`src/rtl/hwcur_pkg.sv`:
```
package hwcur_pkg;
  localparam int CUR_N   = 32;
  localparam int ROW_AW  = $clog2(CUR_N);
  localparam int REG_AW  = 12;
  localparam logic [REG_AW-1:0] OFS_MISC = 12'h818;
  localparam logic [REG_AW-1:0] OFS_POS  = 12'h8FC;
  localparam logic [REG_AW-1:0] OFS_MASK = 12'h900;
  localparam logic [REG_AW-1:0] OFS_BITS = 12'h980;
  localparam logic [31:0] MISC_FORCE = 32'h0200_0000;
  localparam logic [15:0] POS_RESET  = 16'hF000;

  typedef enum logic [1:0] {SEL_PASS, SEL_A, SEL_B} pix_sel_e;
endpackage

```
`src/rtl/hwcur_regs.sv`:
```
module hwcur_regs
  import hwcur_pkg::*;
#(
  parameter int SCR_H = 768
) (
  input  logic              clk,
  input  logic              rst_n,
  input  logic              we,
  input  logic [REG_AW-1:0] addr,
  input  logic [31:0]       wdata,
  output logic [31:0]       rdata,
  output logic [15:0]       cur_x,
  output logic [15:0]       cur_y,
  output logic [31:0]       mask_q [CUR_N],
  output logic [31:0]       bits_q [CUR_N],
  output logic              dirty_valid,
  output logic [15:0]       dirty_first,
  output logic [15:0]       dirty_last
);
  localparam logic [16:0] H_L   = 17'(SCR_H);
  localparam logic [16:0] SPAN  = 17'(CUR_N - 1);
  localparam int          BANKB = ROW_AW + 2;

  logic hit_pos, hit_misc, hit_mask, hit_bits;
  logic [ROW_AW-1:0] row_sel;
  logic [15:0] x_q, y_q, y_nxt;
  logic [31:0] misc_q;
  logic [16:0] oy, ny, lo, top, hi, last_c;
  logic vis_o, vis_n, dirty_set;
  logic dv_q;
  logic [15:0] df_q, dl_q;

  // decode
  always_comb begin
    hit_pos  = we && (addr[REG_AW-1:2] == OFS_POS[REG_AW-1:2]);
    hit_misc = we && (addr[REG_AW-1:2] == OFS_MISC[REG_AW-1:2]);
    hit_mask = we && (addr[REG_AW-1:BANKB] == OFS_MASK[REG_AW-1:BANKB]);
    hit_bits = we && (addr[REG_AW-1:BANKB] == OFS_BITS[REG_AW-1:BANKB]);
    row_sel  = addr[BANKB-1:2];
    y_nxt    = hit_pos ? wdata[15:0] : y_q;
  end

  // read path
  always_comb begin
    if (addr[REG_AW-1:2] == OFS_MISC[REG_AW-1:2]) rdata = misc_q | MISC_FORCE;
    else                                          rdata = '0;
  end

  // redraw span of old and new cursor rows
  always_comb begin
    oy    = {1'b0, y_q};
    ny    = {1'b0, y_nxt};
    vis_o = oy < H_L;
    vis_n = ny < H_L;
    if (vis_o && vis_n) begin
      lo  = (oy < ny) ? oy : ny;
      top = (oy < ny) ? ny : oy;
    end else if (vis_o) begin
      lo  = oy;
      top = oy;
    end else begin
      lo  = ny;
      top = ny;
    end
    hi        = top + SPAN;
    last_c    = (hi > H_L - 17'd1) ? (H_L - 17'd1) : hi;
    dirty_set = (hit_pos || hit_mask || hit_bits) && (vis_o || vis_n);
  end

  always_ff @(posedge clk or negedge rst_n) begin
    if (!rst_n) begin
      x_q <= POS_RESET;
      y_q <= POS_RESET;
    end else if (hit_pos) begin
      x_q <= wdata[31:16];
      y_q <= wdata[15:0];
    end
  end

  always_ff @(posedge clk or negedge rst_n) begin
    if (!rst_n)        misc_q <= '0;
    else if (hit_misc) misc_q <= wdata;
  end

  for (genvar r = 0; r < CUR_N; r++) begin : g_row
    logic mwe, bwe;
    assign mwe = hit_mask && (row_sel == ROW_AW'(r));
    assign bwe = hit_bits && (row_sel == ROW_AW'(r));
    always_ff @(posedge clk or negedge rst_n) begin
      if (!rst_n)   mask_q[r] <= '0;
      else if (mwe) mask_q[r] <= wdata;
    end
    always_ff @(posedge clk or negedge rst_n) begin
      if (!rst_n)   bits_q[r] <= '0;
      else if (bwe) bits_q[r] <= wdata;
    end
  end

  always_ff @(posedge clk or negedge rst_n) begin
    if (!rst_n) dv_q <= 1'b0;
    else        dv_q <= dirty_set;
  end

  always_ff @(posedge clk or negedge rst_n) begin
    if (!rst_n) begin
      df_q <= '0;
      dl_q <= '0;
    end else if (dirty_set) begin
      df_q <= lo[15:0];
      dl_q <= last_c[15:0];
    end
  end

  assign cur_x       = x_q;
  assign cur_y       = y_q;
  assign dirty_valid = dv_q;
  assign dirty_first = df_q;
  assign dirty_last  = dl_q;
endmodule

```
`src/rtl/hwcur_pixel.sv`:
```
module hwcur_pixel
  import hwcur_pkg::*;
#(
  parameter int SCR_W = 1024,
  parameter int PIXW  = 24
) (
  input  logic            clk,
  input  logic            rst_n,
  input  logic [15:0]     pix_x,
  input  logic [15:0]     pix_y,
  input  logic [PIXW-1:0] pix_in,
  input  logic [PIXW-1:0] col_a,
  input  logic [PIXW-1:0] col_b,
  input  logic [15:0]     cur_x,
  input  logic [15:0]     cur_y,
  input  logic [31:0]     mask_q [CUR_N],
  input  logic [31:0]     bits_q [CUR_N],
  output logic [PIXW-1:0] pix_out
);
  localparam logic [16:0] W_L  = 17'(SCR_W);
  localparam logic [16:0] N_L  = 17'(CUR_N);

  logic [16:0] dx, dy;
  logic in_x, in_y;
  logic [ROW_AW-1:0] col, row;
  logic m_bit, c_bit;
  pix_sel_e sel;
  logic [PIXW-1:0] out_d, out_q;

  always_comb begin
    dx    = {1'b0, pix_x} - {1'b0, cur_x};
    dy    = {1'b0, pix_y} - {1'b0, cur_y};
    in_y  = (pix_y >= cur_y) && (dy < N_L);
    in_x  = ({1'b0, cur_x} < W_L) && ({1'b0, pix_x} < W_L)
            && (pix_x >= cur_x) && (dx < N_L);
    col   = dx[ROW_AW-1:0];
    row   = dy[ROW_AW-1:0];
    // leftmost column maps to the top bit
    m_bit = mask_q[row][~col];
    c_bit = bits_q[row][~col];
    if (in_x && in_y && m_bit) sel = c_bit ? SEL_B : SEL_A;
    else                       sel = SEL_PASS;
    case (sel)
      SEL_A:   out_d = col_a;
      SEL_B:   out_d = col_b;
      default: out_d = pix_in;
    endcase
  end

  always_ff @(posedge clk or negedge rst_n) begin
    if (!rst_n) out_q <= '0;
    else        out_q <= out_d;
  end

  assign pix_out = out_q;
endmodule

```
`src/rtl/hwcur_overlay.sv`:
```
module hwcur_overlay
  import hwcur_pkg::*;
#(
  parameter int SCR_W = 1024,
  parameter int SCR_H = 768,
  parameter int PIXW  = 24
) (
  input  logic              clk,
  input  logic              rst_n,
  input  logic              reg_we,
  input  logic [REG_AW-1:0] reg_addr,
  input  logic [31:0]       reg_wdata,
  output logic [31:0]       reg_rdata,
  input  logic [15:0]       pix_x,
  input  logic [15:0]       pix_y,
  input  logic [PIXW-1:0]   pix_in,
  input  logic [PIXW-1:0]   col_a,
  input  logic [PIXW-1:0]   col_b,
  output logic [PIXW-1:0]   pix_out,
  output logic              dirty_valid,
  output logic [15:0]       dirty_first,
  output logic [15:0]       dirty_last
);
  logic [15:0] cur_x, cur_y;
  logic [31:0] mask_q [CUR_N];
  logic [31:0] bits_q [CUR_N];

  hwcur_regs #(.SCR_H(SCR_H)) u_regs (
    .clk        (clk),
    .rst_n      (rst_n),
    .we         (reg_we),
    .addr       (reg_addr),
    .wdata      (reg_wdata),
    .rdata      (reg_rdata),
    .cur_x      (cur_x),
    .cur_y      (cur_y),
    .mask_q     (mask_q),
    .bits_q     (bits_q),
    .dirty_valid(dirty_valid),
    .dirty_first(dirty_first),
    .dirty_last (dirty_last)
  );

  hwcur_pixel #(.SCR_W(SCR_W), .PIXW(PIXW)) u_pixel (
    .clk    (clk),
    .rst_n  (rst_n),
    .pix_x  (pix_x),
    .pix_y  (pix_y),
    .pix_in (pix_in),
    .col_a  (col_a),
    .col_b  (col_b),
    .cur_x  (cur_x),
    .cur_y  (cur_y),
    .mask_q (mask_q),
    .bits_q (bits_q),
    .pix_out(pix_out)
  );
endmodule

```
`config.mk`:
```
export PLATFORM = sky130hd
export DESIGN_NAME = hwcur_overlay
export DESIGN_NICKNAME = d
export VERILOG_FILES = /design/src/rtl/hwcur_pkg.sv /design/src/rtl/hwcur_regs.sv /design/src/rtl/hwcur_pixel.sv /design/src/rtl/hwcur_overlay.sv
export SDC_FILE = /design/constraint.sdc
export NUM_CORES = 2
export LEC_CHECK = 0
export CAP_MARGIN = 20
export CORE_ASPECT_RATIO = 2
export CORE_MARGIN = 1.5
export CORE_UTILIZATION = 30
export DETAILED_ROUTE_END_ITERATION = 8
export PLACE_DENSITY_LB_ADDON = 0.15
export SKIP_LAST_GASP = 1
export SLEW_MARGIN = 20
export SYNTH_ARGS = -nofsm -noshare
export SYNTH_HDL_FRONTEND = slang
export SYNTH_SLANG_ARGS = --single-unit
```
`constraint.sdc`:
```
create_clock -name clk -period 10.8 [get_ports clk]
set_clock_uncertainty 0.2 [all_clocks]
set_input_delay 2.7 -clock clk [delete_from_list [all_inputs] [get_ports clk]]
set_output_delay 2.7 -clock clk [all_outputs]
set_load 0.05 [all_outputs]
```
==> metrics.txt <==
status=completed; Psw=4.46 mW; Worst Path Required=7.90 ns; Post-CTS Setup Inserts=0; first-pass GRT wire length=523 mm; die extent in x=415 um; worst-skew pair later-pin latency=0.90 ns; Int Pwr=13.0 mW; post-layout util=34.5%; CP most frequent cell=clkdlybuf4s50_1; LEAKAGE=54.8 nW; Syn Inst Count=6887; dpl cell area=109000 um2; GRT Overall Usage=21.3%; worst-path cell chain=clkdlybuf4s50_1 -> nor2_1 -> nand3_1 -> nor3_2 -> buf_4 -> and2_1 -> clkdlybuf4s50_1; number of flops mapped to enable cells by yosys=0; Fillers=32692; Initial Util=30.1%; pins over their slew limit=0; Setup crit end kind=primary output; WL final=368 mm; port bufs=237; max_slew headroom=23.0%; vias in the first global route=66807; Flop pwr share=47.5%; Core Area=338000 um2; CP Max Fanout=33; row count=302; FFs w/ async S/R, synth=100%; Crit Path Class=primary input to primary output; Least-Margin Pin Slew=1.15 ns; Reg clk slew, reported paths=0.07 ns; dpl hpwl=228 mm; Crit path max-delay family=buffers and inverters; worst IR drop on VDD=106 uV; drt wl/cell=31.9 um; H-tree depth=4; Setup-failing EPs final=0; Synth Area per Inst=14.8 um2; die footprint=343000 um2; CTS tree=done; Clock Power Share=44.1%; total gr overflow=0; Seq/Total Area, Yosys=53.3%; multi-input logic area=44700 um2; peak per-stage delay on the critical path=0.81 ns; Boundary Pins=240; Layout Nets=7130; TritonRoute pass-1 iters=6; max-capacitance violation count=0; slowest CP cell=clkdlybuf4s50_1; register bit total from synthesis=2168; Synthesized Nets=7089; via count=61469; First DRT Iteration DRCs=3837; worst path bufs/invs=3; die height=827 um; gpl congestion=0.812; synth unique cells=86; power per cell area=150 nW/um2; initial antenna violation count=27; top_reg_cell synth=dfrtp_1; warnings from Yosys=0; P&R area growth vs syn=14.4%; Comb power frac=8.4%; RSZ-0062 raised after global routing=false; CTS root buf=clkbuf_16; Period minus WS final=8.64 ns; PnR Total Power=17.5 mW; post-CTS sizing=0; startpoint types=primary input; hold crit path type=register to register; cell area after synthesis=102000 um2; post-detailed-route DRC marker count=0; Routed Antenna Nets=0; clk buf depth=4; Max Clk Rate=116 MHz; clock sinks=2168; share of cells above drive strength 1=48.0%; FF/Latch Area=54300 um2; Worst EP arrival=5.74 ns; final hold violations=0; routed vias/inst=5.33; CTS buffer count=209; pin count of the biggest net entering global routing=174; Tcrit/Tclk final=80.0%; # hold bufs at CTS=0; Finished Cell Area=116000 um2; Switching Share=25.5%; total negative slack=0 ns
path summary, 6_finish.rpt:
| kind | slack [ns] | endpoint | start | cells past startpoint |
|---|---|---|---|---|
| setup / recovery | 2.16 | reg_rdata[9] | reg_addr[7] | 7 |
| hold / removal | 0.27 | u_regs.dirty_last[8] | u_regs.dirty_last[8] | 2 |
| setup reg to reg | 4.26 | u_pixel.pix_out[6] | u_regs.cur_y[2] | 16 |
| hold reg to reg | 0.27 | u_regs.dirty_last[8] | u_regs.dirty_last[8] | 2 |
| max in group asynchronous | 6.49 | u_regs.bits_q[1] | rst_n | 3 |
| min in group asynchronous | 1.55 | u_regs.misc_q[28] | rst_n | 1 |
power groups by stage:
stage | Clock [mW] | Combinational (mW) | Sequential, mW
2_1_floorplan | 0 | 0.683 | 8.45
3_3_place_gp | 0 | 1.48 | 8.44
3_5_place_dp | 0 | 1.50 | 8.45
4_1_cts | 7.93 | 1.50 | 8.30
5_1_grt | 8.19 | 1.55 | 8.31
6_report | 7.71 | 1.47 | 8.30
cell type report:
class | instances | share of cell area (%)
diodes | 29 | 0.0623
clock inverters | 55 | 0.523
repair buffers | 499 | 3.91
multi-input cells | 3956 | 38.4
flip-flops and latches | 2168 | 46.6
clock buffers | 317 | 5.45
inverters | 94 | 0.303
well taps | 4408 | 4.74
worst register-to-register path, stage by stage, from the launching register on:
cell	delay, ns
dfrtp_1	0.45
inv_1	0.13
ha_1	0.49
and3b_4	0.32
o21ai_4	0.77
buf_4	0.40
a211oi_4	0.16
buf_4	0.32
a32o_1	0.50
a221oi_1	0.59
o32ai_1	0.19
nor4b_1	0.62
buf_4	0.23
o2111a_2	0.26
buf_4	0.39
and4_4	0.33
a211oi_2	0.05
cell usage after synthesis, drive strengths merged, types with 4 or more instances:
| cell type | instances | share of area [%] |
|---|---|---|
| dfrtp | 2160 | 53 |
| mux2 | 2088 | 23 |
| mux4 | 551 | 12 |
| clkbuf | 408 | 1.5 |
| nand2 | 316 | 1.2 |
| buf | 261 | 1.5 |
| nor2 | 145 | 0.53 |
| inv | 94 | 0.35 |
| nand3 | 92 | 0.45 |
| o21ai | 82 | 0.42 |
| and2 | 66 | 0.41 |
| mux2i | 65 | 0.64 |
| a21oi | 64 | 0.32 |
| ha | 49 | 0.60 |
| nand4 | 44 | 0.27 |
| a211oi | 33 | 0.35 |
| a2111oi | 29 | 0.26 |
| nor3 | 29 | 0.16 |
| and4 | 28 | 0.25 |
| and4b | 24 | 0.24 |
| xnor2 | 20 | 0.18 |
| a31oi | 19 | 0.12 |
| a311oi | 16 | 0.14 |
| a32oi | 15 | 0.13 |
| and3 | 13 | 0.080 |
| nor2b | 13 | 0.080 |
| o2111ai | 13 | 0.11 |
| a221oi | 12 | 0.10 |
| nor4 | 11 | 0.080 |
| o211ai | 11 | 0.081 |
| a21o | 10 | 0.074 |
| dfstp | 8 | 0.21 |
| nand2b | 8 | 0.049 |
| o21a | 8 | 0.059 |
| o22ai | 7 | 0.043 |
| a211o | 6 | 0.052 |
| or3 | 6 | 0.042 |
| a32o | 5 | 0.049 |
| o311a | 5 | 0.049 |
| o31ai | 5 | 0.037 |
| o2111a | 4 | 0.045 |
| or2 | 4 | 0.025 |
state kept, by name, indices dropped and copies added, names as in the netlist, 16 cells and up:
signal              flops
u_pixel.pix_out        24
u_regs.misc_q          31
u_regs.dirty_last      16
u_regs.mask_q        1024
u_regs.cur_y           16
u_regs.dirty_first     16
u_regs.cur_x           16
u_regs.bits_q        1024
layout by cell type (no fill, tap or decap), drive strengths merged, types with 8 or more instances in the layout:
master	n
dfstp	8
nand2b	8
and4	28
nand2	316
nor2	145
dfrtp	2160
and2	66
o21ai	82
o2111ai	13
a2111oi	29
ha	49
xnor2	20
and3	13
mux2	2088
o211ai	11
o21a	8
mux4	551
a221oi	12
bufinv	12
nor3	29
nand4	44
nand3	92
clkinv	34
a31oi	19
nor4	11
and4b	24
nor2b	13
a311oi	16
a21oi	64
clkdlybuf4s50	204
a32oi	15
buf	295
inv	98
clkbuf	317
mux2i	65
a211oi	33
diode	29
a21o	10
layer usage:
metal / vias to the layer above / track usage, % / share of wire [%]
li1: 25511 / - / -
met2: 1340 / 40.8 / 55
met4: 8 / 9.20 / 4.9
met3: 537 / 2.16 / 3.2
met5: - / 0 / 0.011
met1: 34073 / 23.6 / 37
per-stage QoR:
| step | cells | setup WS (ns) | hold slack [ns] |
|---|---|---|---|
| 2_1_floorplan | 6887 | 2.80 | 0.243 |
| 3_3_place_gp | 11125 | 1.48 | 0.260 |
| 3_5_place_dp | 11125 | 1.44 | 0.256 |
| 4_1_cts | 11497 | 2.18 | 0.272 |
| 5_1_grt | 11513 | 2.01 | 0.299 |
| 6_report | 11526 | 2.16 | 0.268 |
cells by family (layout without fill, tap and decap cells):
logic type,count (synthesis),count (layout),share of synthesized area (%)
flops,2168,2168,53.3
other cells,0,29,0
xor+xnor,23,23,0.205
mux,2704,2704,35.9
simple gates,810,810,3.93
compound gates,368,368,2.64
fa+ha+maj,51,51,0.642
buf+inv,763,965,3.32
Power figures use the tool's default switching activity.
